$ cat config.mk
export PLATFORM = sky130hd
export DESIGN_NAME = conv_start_seq
export DESIGN_NICKNAME = d
export VERILOG_FILES = /design/src/rtl/conv_seq_pkg.sv /design/src/rtl/req_sync.sv /design/src/rtl/recov_counter.sv /design/src/rtl/conv_start_seq.sv
export SDC_FILE = /design/constraint.sdc
export NUM_CORES = 1
export LEC_CHECK = 0
export ABC_AREA = 1
export BUFFER_PORTS_ARGS = -buffer_cell sky130_fd_sc_hd__buf_2
export CAP_MARGIN = 20
export CORE_AREA = 10 10 47 49
export CTS_CLUSTER_SIZE = 14
export DETAILED_ROUTE_END_ITERATION = 16
export DIE_AREA = 0 0 57 59
export PLACE_DENSITY = 0.61
export SETUP_SLACK_MARGIN = 0.5
export SYNTH_ARGS = -nofsm -noshare
export SYNTH_HDL_FRONTEND = slang
export SYNTH_SLANG_ARGS = --single-unit
export TNS_END_PERCENT = 1
$ cat constraint.sdc
create_clock -name clk -period 1.4 [get_ports clk]
set_input_delay 0.42 -clock clk [delete_from_list [all_inputs] [get_ports clk]]
set_output_delay 0.42 -clock clk [all_outputs]
set_load 0.02 [all_outputs]
$ cat src/rtl/conv_seq_pkg.sv
package conv_seq_pkg;

    typedef enum logic [1:0] {
        ST_IDLE  = 2'd0,
        ST_FIRE  = 2'd1,
        ST_ARM   = 2'd2,
        ST_COUNT = 2'd3
    } seq_state_t;

endpackage

$ cat src/rtl/req_sync.sv
module req_sync #(
    parameter int STAGES = 2
) (
    input  logic clk,
    input  logic rst_n,
    input  logic d,
    output logic q
);
    logic [STAGES-1:0] chain_q;

    generate
        if (STAGES == 1) begin : g_single
            always_ff @(posedge clk or negedge rst_n) begin
                if (!rst_n) chain_q <= '0;
                else        chain_q <= d;
            end
        end else begin : g_multi
            always_ff @(posedge clk or negedge rst_n) begin
                if (!rst_n) chain_q <= '0;
                else        chain_q <= {chain_q[STAGES-2:0], d};
            end
        end
    endgenerate

    assign q = chain_q[STAGES-1];
endmodule

$ cat src/rtl/recov_counter.sv
module recov_counter #(
    parameter int                 WIDTH    = 4,
    parameter logic [WIDTH-1:0]   LOAD_VAL = 4'd11
) (
    input  logic             clk,
    input  logic             rst_n,
    input  logic             load,
    input  logic             en,
    output logic [WIDTH-1:0] cnt,
    output logic             carry
);
    localparam logic [WIDTH-1:0] TOP = {WIDTH{1'b1}};

    logic [WIDTH-1:0] cnt_q;

    assign carry = (cnt_q == TOP);
    assign cnt   = cnt_q;

    always_ff @(posedge clk or negedge rst_n) begin
        if (!rst_n)              cnt_q <= TOP;
        else if (load)           cnt_q <= LOAD_VAL;
        else if (en && !carry)   cnt_q <= cnt_q + 1'b1;
    end

    // once at the terminal value the counter stays there until reloaded
    assert_hold_at_top_R6: assert property (@(posedge clk) disable iff (!rst_n)
        (carry && !load) |=> (cnt == TOP));

    // no advance without enable
    assert_no_step_idle_R5: assert property (@(posedge clk) disable iff (!rst_n)
        (!en && !load) |=> $stable(cnt));
endmodule

$ cat src/rtl/conv_start_seq.sv
module conv_start_seq
    import conv_seq_pkg::*;
#(
    parameter int SYNC_STAGES = 2,
    parameter int CNT_W       = 4,
    parameter int RECOVER_CYC = 4
) (
    input  logic clk,
    input  logic rst_n,
    input  logic req_async,
    input  logic eoc,
    output logic conv_start,
    output logic ready
);
    localparam int               LOAD_INT = (1 << CNT_W) - 1 - RECOVER_CYC;
    localparam logic [CNT_W-1:0] LOAD_V   = LOAD_INT[CNT_W-1:0];

    seq_state_t       state_q, state_d;
    logic             req_s;
    logic             pend_q;
    logic [CNT_W-1:0] cnt;
    logic             carry;
    logic             cnt_load, cnt_en;

    req_sync #(.STAGES(SYNC_STAGES)) u_sync (
        .clk   (clk),
        .rst_n (rst_n),
        .d     (req_async),
        .q     (req_s)
    );

    recov_counter #(.WIDTH(CNT_W), .LOAD_VAL(LOAD_V)) u_cnt (
        .clk   (clk),
        .rst_n (rst_n),
        .load  (cnt_load),
        .en    (cnt_en),
        .cnt   (cnt),
        .carry (carry)
    );

    // pending-request latch: set by the synchronized request, cleared by carry
    always_ff @(posedge clk or negedge rst_n) begin
        if (!rst_n)     pend_q <= 1'b0;
        else if (ready) pend_q <= 1'b0;
        else if (req_s) pend_q <= 1'b1;
    end

    // state register
    always_ff @(posedge clk or negedge rst_n) begin
        if (!rst_n) state_q <= ST_IDLE;
        else        state_q <= state_d;
    end

    // next state
    always_comb begin
        state_d = state_q;
        unique case (state_q)
            ST_IDLE:  if (pend_q) state_d = ST_FIRE;
            ST_FIRE:  state_d = ST_ARM;
            ST_ARM:   if (!eoc)  state_d = ST_COUNT;
            ST_COUNT: if (carry) state_d = req_s ? ST_FIRE : ST_IDLE;
            default:  state_d = ST_IDLE;
        endcase
    end

    // outputs and counter controls
    always_comb begin
        conv_start = (state_q == ST_FIRE);
        ready      = (state_q == ST_COUNT) && carry;
        cnt_load   = (state_q == ST_FIRE);
        cnt_en     = (state_q == ST_COUNT) && eoc;
    end

    // start pulse is one clock wide
    assert_start_one_clk_R2: assert property (@(posedge clk) disable iff (!rst_n)
        conv_start |=> !conv_start);

    // start pulse loads the preload value
    assert_preload_R4: assert property (@(posedge clk) disable iff (!rst_n)
        conv_start |=> (cnt == LOAD_V));

    // recovery count freezes while the converter reports busy
    assert_freeze_busy_R5: assert property (@(posedge clk) disable iff (!rst_n)
        (state_q == ST_COUNT && !eoc) |=> $stable(cnt));

    // ready strobe is one clock wide
    assert_ready_one_clk_R6: assert property (@(posedge clk) disable iff (!rst_n)
        ready |=> !ready);

    // held request restarts on the next clock
    assert_back_to_back_R7: assert property (@(posedge clk) disable iff (!rst_n)
        (ready && req_s) |=> conv_start);

    // carry clears the pending latch
    assert_latch_clear_R8: assert property (@(posedge clk) disable iff (!rst_n)
        (ready && !req_s) |=> !pend_q);

    // nothing is started without a pending request from idle
    assert_idle_quiet_R1: assert property (@(posedge clk) disable iff (!rst_n)
        (state_q == ST_IDLE && !pend_q) |=> !conv_start);
endmodule

==> summary.md <==
| Metric | Value |
|---|---|
| Final hold vios | 0 |
| Hpwl dp | 830.5 um |
| Routed vias/inst | 4.719 |
| IO Pins | 6 |
| Pins Over Slew Limit | 0 |
| CP required | 0.98 ns |
| Design area | ~740 um^2 |
| Placer Congestion | 0.8025 |
| Peak VDD IR | around 1.1 mV |
| Post-placement setup slack | -0.06094 ns |
| Total CTS buffers | 3 |
| Nature of the critical path endpoint | output port |
| Clock Skew | 0.004261 ns |
| Critical Path AT | 1.25 ns |
| Hold depth | 1 |
| Largest net degree at the start of global routing | 10 |
| RSZ-0062 raised after global routing | true |
| Status | finished, violations left |
| Die width | 57 um |
| Clk slew on worst S/H paths | 0.06 ns |
| Crit path kind | flip-flop to output port |
| DRT Wirelength | 1.005 mm |
| Port bufs | 5 |
| CTS root buf | clkbuf_4 |
| Vias | 453 |
| Die Ht | between 50 and 60 um |
| Failing checks | negative setup slack |
| Register area share after synthesis | 43.91% |
| Worst R2R Start | u_cnt.cnt[0] |
| Deepest clock path buffer count | 2 |
| Final Cycle Share | 119.4% |
| Total power | 1.611 mW |
| 1st-iter DRT viols | 10 |
| Slowest CP cell | dfstp_2 |
| Worst Hold Class | input pin to flip-flop |
| TritonCTS clock tree | done |
| Syn Std Cell Area | 524.3 um^2 |
| Filler cells | ~140 |
| Worst-Margin Slew | 0.1877 ns |
| Remaining global-route overflow | 0 |
| Yosys cell types | 12 |
| R2R cell count | 8 |
| Min Tclk post-route | about 1.7 ns |
| CP Launch Type | flip-flop |
| Ys Warns | 0 |
| Reg2reg end | state_q[1] |
| Worst hold path startpoint | req_async |
| Yosys reg bits | 9 |
| GRT Total Usage | 6.841% |
| Initial Util | 37.41% |
| H-Tree Depth | 1 |
| Highest clock rate | 0.5983 GHz |
| WL/cell | approximately 10 um |
| Crit-path max FO | 2 |
| DRC violations left | 0 |
| Placed cell area | 656.9 um^2 |
| Critical path cell sequence | ha_4 > nand3_4 > nor2_4 > buf_6 |
| Post-synth net total | 68 |
| Nets@finish | 90 |
| PD cells | 2168 nW/um^2 |
| Reg-to-reg slack, setup | 0.04 ns |
| Number of antenna violations at the first check in global routing | 0 |
| Setup TNS | -0.3182 ns |
| Clock sinks | 9 |
| Rows | 14 |
| Vias in the first global route | around 480 |
| Final setup viols | 2 |
| Hold Path End | u_sync.chain_q[0] |
| Core Region | 1401 um^2 |
| Synthesized area per cell | 8.886 um^2 |
| CP max stage delay | between 0.5 and 0.6 ns |
| Max cap viols | 0 |
| Die ar. | 3363 um^2 |
| Syn-to-layout area delta | 41.77% |
| Number of antenna repair diodes | 0 |
| First-pass GRT wire length | around 1.8 mm |
| Syn Inst Count | 59 |
| LEAKAGE | between 0.3 and 0.4 nW |
| Layout cells sized above 1 | 41.25% |
| Clock Latency Late Sink | 0.26 ns |
| Post-layout util | 53.04% |
| Post-route ant nets | 0 |
| Fin worst setup slack | -0.2715 ns |
| Slew HR | between 80 and 90% |
| Drt pass-1 iters | 4 |
-- registers in the layout, summed over array words and instances (netlist names) --
signal	flops
u_cnt.cnt	4
state_q	2
u_sync.chain_q	2
pend_q	1
-- synth_stat cells --
library cell	number	area (um^2)
nand2_1	14	52.55
nand3_1	10	50.05
inv_1	7	26.28
dfrtp_1	5	125.1
ha_1	5	62.56
dfstp_2	4	105.1
nor2_1	4	15.01
nand2_2	3	18.77
nand4_1	3	18.77
nand3_4	2	35.03
nor3b_1	1	7.510
o21a_1	1	7.510
-- how the worst max path moves through the flow --
stage                            start     to  slack [ns]  cells after the start
after floorplan           u_cnt.cnt[1]  ready       -0.02                      3
after global placement    u_cnt.cnt[1]  ready       -0.05                      4
after detailed placement  u_cnt.cnt[1]  ready       -0.06                      4
after CTS                 u_cnt.cnt[0]  ready       -0.29                      4
after global routing      u_cnt.cnt[0]  ready       -0.34                      4
final                     u_cnt.cnt[0]  ready       -0.27                      4
-- critical path: cells and delay by family (launching register included) --
kind,cells,cell delay (ns)
buf+inv,1,0.12
fa+ha+maj,1,0.15
simple gates,2,0.17
flops,1,0.55
-- stage by stage --
step,hold WS [ns],instances
floorplan,0.1244,59
global placement,0.2752,89
detailed placement,0.2778,89
CTS,0.2523,96
global route,0.2499,96
finish,0.2637,96
-- cell families after synthesis --
kind of cell | count (synthesis) | share of synthesized area, %
simple gates | 37 | 37.71
flops | 9 | 43.91
buf+inv | 7 | 5.013
fa+ha+maj | 5 | 11.93
compound gates | 1 | 1.433
-- cell type report --
class | count | area [um^2] | area share, %
Clock buffer | 4 | 26.28 | 3.535
Tap cell | 16 | 20.02 | 2.694
Inverter | 7 | 26.28 | 3.535
Sequential cell | 9 | 231.5 | 31.14
Multi-Input combinational cell | 43 | 305.3 | 41.08
Timing Repair Buffer | 17 | 133.9 | 18.01
-- power by group --
part | switching (mW) | internal, mW
logic | 0.459 | 0.456
registers | 0.104 | 0.393
clock network | 0.0901 | 0.110
-- placed cells by master, fill, tap and decap left out, types with 2 or more instances in the layout --
cell,netlist,layout
nor2_1,4,3
clkbuf_4,0,3
ha_4,0,2
nand2_1,14,14
dfstp_2,4,4
inv_1,7,6
nand3_4,2,2
buf_6,0,3
nand3_1,10,10
buf_2,0,3
nand4_1,3,3
dfrtp_1,5,4
buf_4,0,10
ha_1,5,3
nand2_2,3,2
-- layer usage --
metal  vias up  part of all wire, %  GRT usage [%]
met2         6                   53          12.40
met4         0                  2.9          5.034
li1        234                    -              -
met1       211                   41          6.683
met3         2                  2.8          1.502
met5         -                    0              0
-- what timing repair did --
| item | in CTS | in global routing |
|---|---|---|
| pin swaps | 2 | 1 |
| buffers inserted | 2 | 0 |
| hold endpoints to repair | 5 | 0 |
| hold buffers | 1 | 0 |
| setup endpoints to repair | 9 | 9 |
| resized for setup | 9 | 1 |
(Power assumes the default switching activity.)
